File: config.mk
export PLATFORM = sky130hd
export DESIGN_NAME = useq_sequencer
export DESIGN_NICKNAME = d
export VERILOG_FILES = /design/src/rtl/useq_pkg.sv /design/src/rtl/useq_cond_mux.sv /design/src/rtl/useq_ctrl_rom.sv /design/src/rtl/useq_car.sv /design/src/rtl/useq_sequencer.sv
export SDC_FILE = /design/constraint.sdc
export NUM_CORES = 1
export LEC_CHECK = 0
export BUFFER_PORTS_ARGS = -buffer_cell sky130_fd_sc_hd__buf_2
export CORE_MARGIN = 2
export CORE_UTILIZATION = 40
export CTS_BUF_LIST = sky130_fd_sc_hd__clkbuf_16
export DETAILED_ROUTE_END_ITERATION = 6
export PLACE_DENSITY = 0.83
export SYNTH_ARGS = -nofsm -noshare
export SYNTH_HDL_FRONTEND = slang
export SYNTH_SLANG_ARGS = --single-unit
File: constraint.sdc
create_clock -name clk -period 5.7 [get_ports clk]
set_clock_uncertainty 0.05 [all_clocks]
set_input_delay 0.57 -clock clk [delete_from_list [all_inputs] [get_ports clk]]
set_output_delay 0.57 -clock clk [all_outputs]
set_load 0.1 [all_outputs]
File: src/rtl/useq_pkg.sv
package useq_pkg;

    localparam int ADDR_W = 6;
    localparam int CTRL_W = 16;
    localparam int SEL_W  = 3;
    localparam int DEPTH  = 1 << ADDR_W;
    localparam int TGT_MUL = 5;
    localparam int TGT_ADD = 3;

    typedef enum logic [SEL_W-1:0] {
        COND_NEVER  = 3'd0,
        COND_ALWAYS = 3'd1,
        COND_CARRY  = 3'd2,
        COND_NCARRY = 3'd3,
        COND_ZERO   = 3'd4,
        COND_NZERO  = 3'd5,
        COND_SIGN   = 3'd6,
        COND_OVFL   = 3'd7
    } cond_sel_e;

    typedef enum logic {
        SRC_FIELD = 1'b0,
        SRC_EXT   = 1'b1
    } addr_src_e;

    typedef struct packed {
        logic [ADDR_W-1:0] target;
        cond_sel_e         cond_sel;
        addr_src_e         addr_src;
        logic [CTRL_W-1:0] ctrl;
    } uinstr_t;

    typedef struct packed {
        logic carry;
        logic zero;
        logic sign;
        logic ovfl;
    } flags_t;

    function automatic uinstr_t rom_word(input logic [ADDR_W-1:0] a);
        uinstr_t w;
        w.ctrl     = {a, ~a, a[3:0]};
        w.addr_src = addr_src_e'(a[3]);
        w.cond_sel = cond_sel_e'(a[SEL_W-1:0]);
        w.target   = ADDR_W'(int'(a) * TGT_MUL + TGT_ADD);
        return w;
    endfunction

endpackage

File: src/rtl/useq_cond_mux.sv
module useq_cond_mux
    import useq_pkg::*;
(
    input  cond_sel_e sel,
    input  flags_t    flags,
    output logic      cond
);
    always_comb begin
        case (sel)
            COND_NEVER:  cond = 1'b0;
            COND_ALWAYS: cond = 1'b1;
            COND_CARRY:  cond = flags.carry;
            COND_NCARRY: cond = ~flags.carry;
            COND_ZERO:   cond = flags.zero;
            COND_NZERO:  cond = ~flags.zero;
            COND_SIGN:   cond = flags.sign;
            COND_OVFL:   cond = flags.ovfl;
            default:     cond = 1'b0;
        endcase
    end
endmodule

File: src/rtl/useq_ctrl_rom.sv
module useq_ctrl_rom
    import useq_pkg::*;
#(
    parameter int AW = ADDR_W,
    localparam int ND = 1 << AW
) (
    input  logic [AW-1:0] addr,
    output uinstr_t       word
);
    uinstr_t mem [ND];

    for (genvar i = 0; i < ND; i++) begin : g_word
        assign mem[i] = rom_word(ADDR_W'(i));
    end

    assign word = mem[addr];
endmodule

File: src/rtl/useq_car.sv
module useq_car
    import useq_pkg::*;
#(
    parameter int AW = ADDR_W
) (
    input  logic          clk,
    input  logic          rst,
    input  logic          take,
    input  logic [AW-1:0] load_addr,
    output logic [AW-1:0] car
);
    always_ff @(posedge clk) begin
        if (rst)       car <= '0;
        else if (take) car <= load_addr;
        else           car <= car + AW'(1);
    end

    AST_RESET_CLEARS: assert property (@(posedge clk) rst |=> (car == '0));
    AST_LOAD_WHEN_TAKEN: assert property (@(posedge clk) disable iff (rst)
        take |=> (car == $past(load_addr)));
    AST_STEP_WHEN_NOT_TAKEN: assert property (@(posedge clk) disable iff (rst)
        !take |=> (car == AW'($past(car) + 1'b1)));
    AST_WRAP_TO_ZERO: assert property (@(posedge clk) disable iff (rst)
        (!take && car == {AW{1'b1}}) |=> (car == '0));
endmodule

File: src/rtl/useq_sequencer.sv
module useq_sequencer
    import useq_pkg::*;
(
    input  logic              clk,
    input  logic              rst,
    input  logic              flag_c,
    input  logic              flag_z,
    input  logic              flag_s,
    input  logic              flag_v,
    input  logic [ADDR_W-1:0] ext_addr,
    output logic [ADDR_W-1:0] car_addr,
    output logic [CTRL_W-1:0] ctrl_out
);
    uinstr_t           cur;
    flags_t            flags;
    logic              take;
    logic [ADDR_W-1:0] load_addr;

    assign flags = '{carry: flag_c, zero: flag_z, sign: flag_s, ovfl: flag_v};

    useq_ctrl_rom #(.AW(ADDR_W)) u_rom (
        .addr (car_addr),
        .word (cur)
    );

    useq_cond_mux u_cond (
        .sel   (cur.cond_sel),
        .flags (flags),
        .cond  (take)
    );

    assign load_addr = (cur.addr_src == SRC_EXT) ? ext_addr : cur.target;

    useq_car #(.AW(ADDR_W)) u_car (
        .clk       (clk),
        .rst       (rst),
        .take      (take),
        .load_addr (load_addr),
        .car       (car_addr)
    );

    assign ctrl_out = cur.ctrl;

    AST_NEVER_STEPS: assert property (@(posedge clk) disable iff (rst)
        (cur.cond_sel == COND_NEVER) |=> (car_addr == ADDR_W'($past(car_addr) + 1'b1)));
    AST_ALWAYS_JUMPS: assert property (@(posedge clk) disable iff (rst)
        (cur.cond_sel == COND_ALWAYS && cur.addr_src == SRC_FIELD)
        |=> (car_addr == $past(cur.target)));
    AST_EXT_SOURCE: assert property (@(posedge clk) disable iff (rst)
        (take && cur.addr_src == SRC_EXT) |=> (car_addr == $past(ext_addr)));
    AST_CTRL_TRACKS: assert property (@(posedge clk) disable iff (rst)
        ctrl_out[CTRL_W-1 -: ADDR_W] == car_addr);
endmodule

---- After elaboration in Yosys (flattened, before gate mapping) ----
Memory sizes are Yosys's and may differ from the RTL's.
Cells that the tools add are included.
cells by class
  $add $sub $neg .......................... 1
  magnitude comparators ................... 1
  equality and inequality tests ........... 7
  mux-type cells .......................... 5
  bitwise operators ....................... 3
  reduce and logical (&&, ||, !) cells .... 1
operator list
  operator                                                  count
  two-way mux 26 bit                                        2
  == test 3 bit, second input constant                      4
  two-way mux 6 bit                                         2
  one-hot mux 1 bit (8 select lines)                        1
  greater-or-equal comparator 7 bit, second input constant  1
  NOT 6 -> 7 bit                                            1
  adder 6 x 1 -> 6 bit, second input constant               1
  == test 3 x 2 -> 1 bit, second input constant             2
  == test 3 x 1 -> 1 bit, second input constant             1
  zero test 3 bit                                           1
  NOT 1 bit                                                 2
word-level totals
  register bits after elaboration ......... 6
  bits in read-only memories .............. 1664
  input port bits ......................... 12
  output and inout bits ................... 22
  memories ................................ 1
memory list
  memory           words  bits a word  read ports  clocked after Yosys merged registers in  wr ports  line                 RTL
  (no name shown)  64     26           1           0                                        0         useq_ctrl_rom.sv:16  assign word = mem[addr];

---- Logic depth before layout (Yosys ltp) ----
Gate-level depths: netlist of the first run.
  word-level depth ........................ 7
  depth in mapped cells ................... 9
  depth with buffers taken out ............ 8

---- Cells and area by module ----
From an unflattened synthesis of the first run, not the netlist that was laid out.
unflattened totals
  cells, all modules ...................... 95
  area, all modules ....................... 840.8 µm²
modules (own cells, without submodules)
  module          instances  cells each  area an instance (µm²)
  useq_ctrl_rom   1          49          412.9
  useq_car        1          30          266.5
  useq_sequencer  1          7           101.3
  useq_cond_mux   1          9           60.1

---- Worst setup path after synthesis of the first run ----
No wires, ideal clock.
  path type ............................... register -> register
  start ................................... register u_car.car[0]
  end ..................................... register u_car.car[3]
  setup time .............................. 0.079 ns
  arrival ................................. 3.316 ns
  data required time ...................... 5.571 ns
  setup slack ............................. 2.255 ns
  stages on the path, launching flop included .. 9
  buffers on the path ..................... 0
  period minus slack after synthesis ...... 3.445 ns
  cells stage by stage .................... dfxtp_1 -> inv_1 -> ha_1 -> ha_1 -> nand2_1 -> o2111ai_1 -> or3_1 -> o211a_1 -> a211oi_2
between the ends
  longest elaborated chain between the ends .. 7
  elaborated cells on any way between the ends .. 16
  classes of those cells .................. add/sub: 1; eq/ne: 7; mux: 5; bitwise: 1; reduce/logical: 1; memory: 1
ends and longest elaborated chain
  element                                                line                 RTL
  start, declared                                        useq_car.sv:10       output logic [AW-1:0] car
  start signal, assigned                                 useq_car.sv:14       else if (take) car <= load_addr;
  start signal, assigned                                 useq_car.sv:15       else car <= car + AW'(1);
  NOT 6 -> 7 bit (implied by the code)                   useq_ctrl_rom.sv:16
  memory read (64 x 26 bit)                              -
  two-way mux 26 bit (implied by the code) (2 in a row)  useq_ctrl_rom.sv:16
  == test 3 bit, or another cell as far along            useq_cond_mux.sv:9   case (sel)
  one-hot mux 1 bit (8 select lines)                     useq_cond_mux.sv:9
  two-way mux 6 bit (*)                                  useq_car.sv:14
Every way passes the cells marked *; elsewhere a longest branch is shown, timed or not. The select of a mux whose other input is x is not followed.
A chain may end at the register's enable or synchronous reset.

---- Worst setup path in the final report of the first run ----
  start ................................... register u_car.car[1]
  end ..................................... register u_car.car[2]
The elaborated chain is that of the path after synthesis.

==> results of run 1 <==
==> cell usage after synthesis <==
cell type  instances  share of area (%)
buf_4             13                 15
ha_1              10                 19
inv_1             10                5.6
dfxtp_1            6                 18
nand2_1            6                3.4
a211oi_1           5                5.6
a21oi_1            3                2.2
nand3_1            3                2.2
nor2_1             3                1.7
o21ai_0            3                2.2
xnor2_1            3                3.9
a211oi_2           2                3.7
mux2i_1            2                3.0
o21ai_1            2                1.5
a221oi_2           1                2.2
and3_1             1               0.94
nand2b_1           1               0.94
nor3_1             1               0.75
o2111ai_1          1                1.3
o211a_1            1                1.5
o211ai_1           1                1.1
o221ai_1           1                1.3
o31ai_1            1                1.1
or3_1              1               0.94
or4b_1             1                1.5
==> worst reg2reg max path: stages (launching register included) <==
cell and delay (ns):
dfxtp_1 0.57, inv_1 0.13, ha_1 0.22, ha_1 0.18, nand2_1 0.06, o2111ai_1 0.12, a211oi_2 0.64, a211oi_1 0.11
a211oi_1 0.28
==> worst paths after layout <==
path | endpoint | slack (ns) | startpoint
worst max register to register | u_car.car[2]$_SDFF_PP0_ | 3.25 | u_car.car[1]$_SDFF_PP0_
worst max-delay path | u_car.car[2]$_SDFF_PP0_ | 3.25 | u_car.car[1]$_SDFF_PP0_
worst min register to register | u_car.car[5]$_SDFF_PP0_ | 0.60 | u_car.car[5]$_SDFF_PP0_
worst min-delay path | u_car.car[3]$_SDFF_PP0_ | 0.56 | rst
==> final cells by class <==
type	instances	area (um^2)
Tap cell	16	20.0
Timing Repair Buffer	33	165
Clock buffer	3	75.1
Fill cell	149	709
Sequential cell	6	120
Multi-Input combinational cell	53	414
Inverter	10	37.5
==> kinds of logic after synthesis <==
family / after synthesis / synth area share, %
flip-flops: 6 / 17.9
multiplexers: 2 / 2.99
adder cells (fa/ha/maj): 10 / 18.7
buffers and inverters: 23 / 20.2
AO/OA/AOI/OAI: 21 / 23.9
XOR/XNOR: 3 / 3.93
AND/OR/NAND/NOR: 17 / 12.3
==> metrics by stage <==
stage / instances / hold slack (ns)
3_5_place_dp: 118 / 0.600
6_report: 121 / 0.557
2_1_floorplan: 82 / 0.585
4_1_cts: 121 / 0.557
3_3_place_gp: 118 / 0.590
5_1_grt: 121 / 0.566
==> routing by layer <==
metal  global-route usage, %  vias up  wire length (um)
met5                       0        -                 0
met4                    7.65        0                 0
li1                        -      322                 -
met3                    6.40        0               120
met1                    18.0      278               663
met2                    27.2       27               687
==> cells in the final DEF, fill, tap and decap left out, drive strengths merged <==
master	netlist	routed
a211oi	7	7
a21oi	3	3
a221oi	1	1
and3	1	1
buf	13	33
clkbuf	0	3
dfxtp	6	6
ha	10	10
inv	10	10
mux2i	2	2
nand2	6	6
nand2b	1	1
nand3	3	3
nor2	3	3
nor3	1	1
o2111ai	1	1
o211a	1	1
o211ai	1	1
o21ai	5	5
o221ai	1	1
o31ai	1	1
or3	1	1
or4b	1	1
xnor2	3	3
==> results list, run 1 <==
- The floorplan step set the die height to 44.9 um.
- Total via count after detailed routing: 627
- Summing every instance area after synthesis gives 669 um^2.
- Data arrival at the endpoint of the critical path: 2.53 ns
* Total die area: 2020 um^2
* Number of levels the H-tree was split into: 1
* Number of register bits inferred by synthesis: 6
* Routed len/inst: 12.2 um
- Postcts setup bufs: 0
- Floorplan die width: 44.9 um
- Fraction of layout instances using a drive strength above 1: 37.1%
* Grt total ovfl: 0
* Clk root buf: clkbuf_16
- Combined buffer and inverter count along the critical path: 1
- Highest clock rate: between 0.4 and 0.5 GHz
- STA classifies the critical path startpoint as a flip-flop.
- Max-slew violation count: 0
* Final Hold Violating Endpoints: 0
* Type of the setup path with the least slack: flip-flop to flip-flop
- Count of hold-fix buffers inserted at cts: 0
- The flow ran to the end, and the final reports show no timing, DRC or antenna violations.
- For the pin with the worst max-slew slack, the measured transition is 0.761 ns.
- Via count of the first global-routing pass: 552
- Total Wirelength: 1.47 mm
- Along the worst path, the maximum fanout reaches 13.
* Number of inserted diodes: 0
- Placed Instance Area: 757 um^2
* Initial core utilization: 43.4%
* DPL Wire Length: 1.15 mm
- Cell-by-cell listing of the critical path: inv_1, ha_1, ha_1, nand2_1, o2111ai_1, a211oi_2, a211oi_1, a211oi_1
* Standard-cell row count: 14
* Number of clock buffers inserted by TritonCTS: 3
- The number of nets handed over by synthesis was 104.
- The slowest stage of the critical path belongs to the cell a211oi_2.
- Before CTS, the worst setup slack after placement is 3.27 ns.
* Min cycle time layout: 2.45 ns
- Clk sink count: 6
- Layout Nets: 129
- Synthesis produced a netlist whose cell count is roughly 80.
- Total of max-cap violations: 0
* Final Setup Violations: 0
* Antenna violations before repair: 0
- Counting buffers and inverters, the worst setup path is 8 cells deep.
* Data required time of the worst path: 5.77 ns
* Drt via density: 5.18
* DRC: 0
* Worst hold stages: 2
- Clock buffer depth: 2
- Sequential cells were found to cover 17.9% of the synthesized design area.
- Cell depth of the worst flop-to-flop path: 8
- Largest stage delay, worst path: 0.64 ns
* TritonCTS clock tree: yes
- Utilization after layout: 54.0%
* Sum Neg Setup Slack: 0 ns
* Syn_area_per_cell: 8.16 um^2
* Pin count of the biggest net entering global routing: 18
* Number of input and output port buffers inserted: 33
- GRT Total Usage: 16.3%
* Number of warnings reported in the yosys synthesis log: 0
* Slew HR: 49.2%
- The pre-antenna-repair detailed-routing pass consisted of 4 iterations.
- In this run the standard cell core region covers 1540 um^2.
- Once routing completed, OpenROAD measured the worst setup slack at 3.25 ns.
* Iteration-0 DRC count of the detailed router: 8
- After clock tree synthesis, the clock-pin slew on the worst setup and hold paths is around 0.030 ns.
- Unrepaired setup endpoints after global routing: no
- 34 I/O pins were placed.
- Largest Register: u_car.car
- Finished layout cell area: 832 um^2
* Post-CTS sizing: 0
- In the final layout, the registers with the most flip-flops are u_car.car (6).
- In this run the remaining antenna-violating nets after routing total 0.
- For the worst-skew pair, the clock arrives at the later sink with an insertion delay of 0.23 ns.
* Area Growth Syn to Fin: 24.3%
* Cell class contributing the biggest share of worst-path delay: compound AO/OA/AOI/OAI gates
- Final period util: 43.0%
- STA classifies the critical path endpoint as a flip-flop.
* GP Congestion: ~0.80
- Hold crit path type: primary input to flip-flop
* Flip-flop count of the largest register after layout: 6
- The first global-routing pass estimated 2.31 mm of wire.
* Number of library cell types mapped by synthesis: 25
Power of run 1 is left out: the tool's default activity adds up to more than one toggle a clock period on the data nets, which glitch-free logic cannot reach.
==> inputs of run 2 (changes only) <==
ABC_AREA = 1   (was default)
PLACE_DENSITY = 0.81   (was 0.83)
clock period = 2.4 ns   (was 5.7 ns; I/O delays follow)
==> run 2 against run 1 <==
Net effect:
- die area up 10%
- non-clock buffer count unchanged
- critical endpoint is now u_car.car[3]$_SDFF_PP0_
- first-iteration DRC count rose by 63%
- synthesized cell count grew 37%
- critical path depth up 2
==> results list, run 2 <==
* Status: completed
- Drt via density: 4.73 (-8.7%)
- The worst slack after detailed placement is 0.591 ns (-2.68 ns).
- TritonCTS built the clock tree.
* Biggest registers after layout: u_car.car (6)
- Dominant cell by count in the synthesized netlist: nand2_1
- The cell count after synthesis is 112 (+37%).
- Min cycle time layout: 1.81 ns (-0.642 ns)
- Data arrival at the endpoint of the critical path: 1.88 ns (-0.65 ns)
- Cell class contributing the biggest share of worst-path delay: adder cells
- CTS placed an instance of clkbuf_16 at the clock tree root.
- Combined buffer and inverter count along the critical path: 2 (+1)
* Flip-flop count of the largest register after layout: 6 (unchanged)
* DPL Wire Length: 1.32 mm (+14%)
- The synthesized net count is 134 (+29%).
- Largest stage delay, worst path: 0.37 ns (-0.27 ns)
- The worst-skew pair later-pin latency is 0.23 ns (about the same).
- Cell-by-cell listing of the critical path: ha_1, ha_1, nand2_1, nand2_1, inv_1, nand2_2, nor2_4, inv_1, o21ai_0, nor2_1
- Share of synthesized cell area in and, or, nand and nor gates: 35.4% (+23 points)
- After synthesis, the largest family of logic cells by area is simple AND/OR/NAND/NOR gates.
* Number of register bits inferred by synthesis: 6 (unchanged)
- Startpoint of the worst setup timing path: u_car.car[1]$_SDFF_PP0_
* Wire length of the first global-routing pass: 2.59 mm (+12%)
- Initial core utilization: 42.6% (-0.84 points)
- Number of library cell types mapped by synthesis: 23 (-8.0%)
- Via count of the first global-routing pass: 638 (+16%)
- Antenna violations before repair: 0 (unchanged)
- Iteration-0 DRC count of the detailed router: 13 (+5)
* Final Setup Violations: 0 (unchanged)
* Clock-pin slew of the registers on the worst-case setup and hold paths: 0.04 ns (about the same)
- Core ar.: 1750 um^2 (+13%)
- Most used cells in the layout excluding fill and tap cells: 33 x buf_2, 20 x nand2_1, 14 x nor2_1
- The cts-stage hold buffer count is 0 (unchanged).
- The post-synthesis xor/xnor area fraction came to 1.18% (-2.7 points).
* Top cells by instance count after synthesis: 20 x nand2_1, 14 x nor2_1, 12 x inv_1
* Routed Antenna Nets: 0 (unchanged)
* Transition time at the pin with the least slew margin: 0.497 ns (-0.265 ns)
- Total of max-cap violations: 0 (unchanged)
- The width of the chip is 47.1 um (+4.9%).
- The critical path in this run is classified as flip-flop to flip-flop.
* Routed len/inst: 10.6 um (-13%)
- DRC: 0 (unchanged)
* Cell with the biggest individual delay on the critical path: dfxtp_2
* Max-slew violation count: 0 (unchanged)
- The peak clock frequency supported by timing was 0.552 GHz (+35%).
- The max-slew headroom at the worst pin is 66.8% (+18 points).
* Layout Nets: 159 (+23%)
- ha_1 takes more of the synthesized area than any other cell.
- Start of the worst register-to-register path: u_car.car[1]$_SDFF_PP0_
* Final period util: 75.4% (+32 points)
- The library cell used most frequently in the layout, excluding fill and tap cells, is buf_2.
- Total via count after detailed routing: 762 (+22%)
- The share of post-route cells with drive strength above 1 is 40.4% (+3.3 points).
- Clock buffer depth: 2 (unchanged)
- The fill cell total of the finished layout came to 168 (+13%).
* Hold crit path type: primary input to flip-flop
* Largest Register: u_car.car
- Number of clock buffers inserted by TritonCTS: 3 (unchanged)
* Post-synth EDFFs: 0 (unchanged)
- The critical path data required time was 2.47 ns (-3.30 ns).
- The number of clock sinks came to 6 (unchanged).
* Share of synthesized cell area in full adder, half adder and majority cells: 16.8% (-1.9 points)
* Total Wirelength: 1.71 mm (+16%)
- Number of inserted diodes: 0 (unchanged)
- Unrepaired setup endpoints after global routing: no
* IO Count: 34 (unchanged)
- The startpoint identified for the worst hold timing path is rst.
* Postcts setup bufs: 0 (unchanged)
- The height of the die is 47.1 um (+4.9%).
* Number of input and output port buffers inserted: 33 (unchanged)
- Cell types with the largest area share after synthesis: ha_1 17%, dfxtp_1 16%, buf_4 10%
- Post-synthesis instance area: 743 um^2 (+11%)
* Total area of sequential cells: 128 um^2 (+6.2%)
- STA classifies the critical path endpoint as a flip-flop.
- The final setup slack of the worst path is 0.589 ns (-2.66 ns).
* Final Hold Violating Endpoints: 0 (unchanged)
* Combined area of the multi-input logic cells: 479 um^2 (+16%)
- Portion of synthesized cell area occupied by the leading cell type: 16.8% (-1.9 points)
* Critical Path Start Type: flip-flop
* Post-CTS sizing: 0 (unchanged)
- Async set-reset flop share out of synthesis: 0% (unchanged)
- Grt total ovfl: 0 (unchanged)
- Prevailing post-synth register cell: dfxtp_1
- GRT Total Usage: 16.6% (+0.31 points)
* Number of levels the H-tree was split into: 1 (unchanged)
- The largest fanout on the critical path was 11 (-2).
- The yosys synthesis warning count was 0 (unchanged).
* Syn_area_per_cell: 6.64 um^2 (-19%)
- Multiplexer share of the synthesized area: 0% (-3.0 points)
- The area enclosed by the die boundary came to 2220 um^2 (+10%).
* Pin count of the biggest net entering global routing: 19 (+1)
* Standard-cell row count: 15 (+1)
- Area Growth Syn to Fin: 26.8%
- GP Congestion: 0.779 (-2.4%)
* Proportion of synthesized chip area in sequential cells: 16.2% (-1.8 points)
- The first-pass detailed-route iteration total came to 4 (unchanged).
- The compound-cell area share of the yosys netlist is 9.09% (-15 points).
run 2: cell count changes in the layout (fill, tap and decap cells not counted), sizes merged, moves of 2 or more:
cell    previous run  this run
xnor2              3         0
nand4              0         2
a211oi             7         0
nand2              6        23
nand3              3        11
mux2i              2         0
nor2               3        16
inv               10        15
o21ai              5         9
run 2: final timing paths:
| check | slack [ns] | cells after the start | end |
|---|---|---|---|
| worst min-delay path | 0.14 | 2 | u_car.car[4]$_SDFF_PP0_ |
| worst max register to register | 0.59 | 10 | u_car.car[3]$_SDFF_PP0_ |
| worst min register to register | 0.55 | 3 | u_car.car[0]$_SDFF_PP0_ |
| worst max-delay path | 0.59 | 10 | u_car.car[3]$_SDFF_PP0_ |
run 2: area by class of cell:
cell class	count	share of cell area (%)
multi-input combinational	78	50.9
clock inverter	1	0.398
timing repair buffer	33	17.5
clock buffer	3	7.97
inverter	15	6.37
sequential	6	13.5
tap	25	3.32
run 2: cell families after synthesis:
kind of cell	after synthesis
adders and majority gates	10
AOI/OAI and AO/OA	13
DFF	6
xor gates and xnor gates	1
buffers and inverters	28
and+or+nand+nor	54
run 2: metal layers:
metal  up-vias  global-route usage (%)  routed length (um)
li1        390                       -                   -
met1       347                    18.9                 764
met2        23                    29.9                 841
met3         2                    3.46                  73
met4         0                    6.67                  29
met5         -                       0                   0
run 2: metrics by stage:
| step | setup TNS [ns] | hold slack (ns) | util [%] | instance area [um^2] | cells |
|---|---|---|---|---|---|
| after floorplan | -0.0146 | 0.252 | - | 769 | 112 |
| after global routing | 0 | 0.138 | 54.0 | 942 | 161 |
| after global placement | 0 | 0.376 | 49.5 | 863 | 157 |
| after CTS | 0 | 0.135 | 54.0 | 942 | 161 |
| after detailed placement | 0 | 0.377 | 49.5 | 863 | 157 |
| final | 0 | 0.141 | 54.0 | 942 | 161 |
Power of run 2 is left out for the same reason.
==> inputs of run 3 (changes only) <==
ABC_AREA = 0   (was 1)
PLACE_DENSITY = 0.83   (was 0.81)
clock period = 1.7 ns   (was 2.4 ns; I/O delays follow)
==> run 3 against run 2 <==
Net effect:
- the run now ends with setup timing left
- count of clock-buffer cells in the layout unchanged
- routed wire length up 3.9%
- cell count down 16%
- via count down 9.1%
- critical path depth down 2
==> results list, run 3 (synthesis gave the netlist of run 1 again) <==
* Fill cell total of the finished layout: 122 (-27%)
* Detailed-routing iteration count for the pre-antenna-repair pass: 4 (unchanged)
- The actual slew at the worst max-slew pin came to 0.486 ns (-0.0110 ns).
- The worst-case register-to-register setup slack was -0.15 ns (-0.74 ns).
- The startpoint identified for the worst register-to-register timing path is u_car.car[0]$_SDFF_PP0_.
* Most common cell after layout, fill and taps aside: buf_2
- The part of the cycle the worst path needs is 109% (+33 points).
- Min cycle time layout: 1.85 ns (+0.0369 ns)
- The post-DP HPWL was 1.33 mm (+1.1%).
- Antenna violations before repair: 0 (unchanged)
- Number of input and output port buffers inserted: 33 (unchanged)
- Reg2reg end: u_car.car[0]$_SDFF_PP0_
- Core ar.: 1540 um^2 (-12%)
- Finished layout cell area: 1020 um^2 (+8.1%)
* Highest clock rate: 0.541 GHz (-2.0%)
- Biggest registers after layout: u_car.car (6)
* Largest Register: u_car.car
- Pin count of the biggest net entering global routing: 14 (-5)
- TritonCTS built the clock tree.
* Type of the setup path with the least slack: flip-flop to flip-flop
* Placed Instance Area: 891 um^2 (+3.2%)
* Cell depth of the worst flop-to-flop path: 8 (-2)
- The number of DRC violations after detailed-routing iteration 0 came to 10 (-3).
* Wire length of the first global-routing pass: 2.85 mm (+9.8%)
- GRT Total Usage: 19.6% (+3.0 points)
- The initial core utilization was 43.4% (+0.84 points).
* GP Congestion: 0.897 (+15%)
- Total Wirelength: 1.78 mm (+3.9%)
- The run finished, with violations left.
* Clk root buf: clkbuf_16
- Total of max-cap violations: 0 (unchanged)
- The area growth from synthesis to layout is 52.2%.
- Worst setup margin: -0.148 ns (-0.737 ns)
- The largest fanout on the critical path was 11 (unchanged).
* Critical Path Start Type: flip-flop
- The final reports fail on setup timing.
* Final Hold Violating Endpoints: 0 (unchanged)
* Floorplan die width: 44.9 um (-4.7%)
- Clock buffer depth: 2 (unchanged)
- The min-delay analysis places its worst path in the category primary input to flip-flop.
- Drt via density: 5.10 (+7.7%)
* Clock latency at the later pin of the worst-skew pair: 0.23 ns (about the same)
- The flip-flop count of the largest register after layout is 6 (unchanged).
* IO Count: 34 (unchanged)
* Unrepaired setup endpoints after global routing: yes
- Final Setup Violations: 6 (+6)
- The number of clock sinks came to 6 (unchanged).
* Routed len/inst: 13.1 um (+23%)
- The remaining design rule violation count was 0 (unchanged).
- Fraction of layout instances using a drive strength above 1: 59.2% (+19 points)
- Max-slew violation count: 0 (unchanged)
- The height of the die is 44.9 um (-4.7%).
- The number of diodes added for antenna fixing is 0 (unchanged).
- The most critical setup path has its endpoint at u_car.car[0]$_SDFF_PP0_.
- STA classifies the critical path endpoint as a flip-flop.
- Number of clock buffers inserted by TritonCTS: 3 (unchanged)
- The max-slew headroom at the worst pin is 67.8% (+1.0 points).
- Most used cells in the layout excluding fill and tap cells: 33 x buf_2, 13 x buf_4, 10 x inv_1
* Data arrival at the endpoint of the critical path: 1.94 ns (+0.06 ns)
- The critical path starts at u_car.car[0]$_SDFF_PP0_.
- The via count of the first global-routing pass was 623 (-2.4%).
- Layout Nets: 143 (-10%)
- Total die area: 2020 um^2 (-9.1%)
* Standard-cell row count: 14 (-1)
- Grt total ovfl: 0 (unchanged)
- Data required time of the worst path: 1.79 ns (-0.68 ns)
- The count of nets left with antenna violations after detail routing is 0 (unchanged).
- Total via count after detailed routing: 693 (-9.1%)
* Clock-pin slew of the registers on the worst-case setup and hold paths: 0.04 ns (about the same)
- Number of levels the H-tree was split into: 1 (unchanged)
## run 3: cell types whose count changed in the layout (fill, tap and decap cells not counted), sizes merged, moves of 2 or more
cell and change:
mux2i +2, a211oi +7, nand2 -17, o21ai -4, nand4 -2, buf +14, nor2 -13, inv -5
nand3 -8, xnor2 +3
## run 3: worst min path at each step
stage	start	to	cells past startpoint
after floorplan	rst	u_car.car[3]$_SDFF_PP0_	1
after global placement	rst	u_car.car[3]$_SDFF_PP0_	2
after detailed placement	rst	u_car.car[5]$_SDFF_PP0_	2
after CTS	rst	u_car.car[5]$_SDFF_PP0_	2
after global routing	rst	u_car.car[5]$_SDFF_PP0_	2
final	rst	u_car.car[5]$_SDFF_PP0_	2
## run 3: metrics by stage
stage,setup TNS (ns),utilization (%),setup slack (ns),hold slack (ns),instances
6_report,-0.614,66.1,-0.148,0.170,136
3_5_place_dp,-0.723,57.8,-0.179,0.378,129
2_1_floorplan,-4.91,-,-0.850,0.177,82
3_3_place_gp,-0.238,57.8,-0.156,0.384,129
5_1_grt,-1.18,66.1,-0.240,0.172,136
4_1_cts,-0.504,64.9,-0.123,0.151,135
## run 3: worst max-delay path: stages, from the launching register on
cell and delay [ns]:
dfxtp_4 0.37, buf_4 0.12, ha_2 0.17, inv_1 0.06, o2111ai_2 0.23, a211oi_2 0.06
buf_6 0.15, or4b_4 0.48, o31ai_2 0.07
## run 3: repair_timing
action                                  4_1_cts  5_1_grt
setup buffers                                 2        1
pin swaps                                     4        1
cloned                                        0        0
endpoints found under the setup margin        6        6
resized for setup                             4        3
hold buffers                                  0        0
## run 3: final cells by class
type / instances / area [um^2] / share of cell area, %
inverter: 10 / 41.3 / 4.05
clock buffer: 3 / 75.1 / 7.37
multi-input combinational: 53 / 474 / 46.6
tap: 16 / 20.0 / 1.97
clock inverter: 1 / 3.75 / 0.369
timing repair buffer: 47 / 274 / 26.9
sequential: 6 / 130 / 12.8
## run 3: per-layer routing
layer,GRT usage (%),routed length (um)
met1,24.1,747
met2,33.0,888
met3,4.80,120
met4,7.65,18
met5,0,0
Power of run 3 is left out for the same reason.
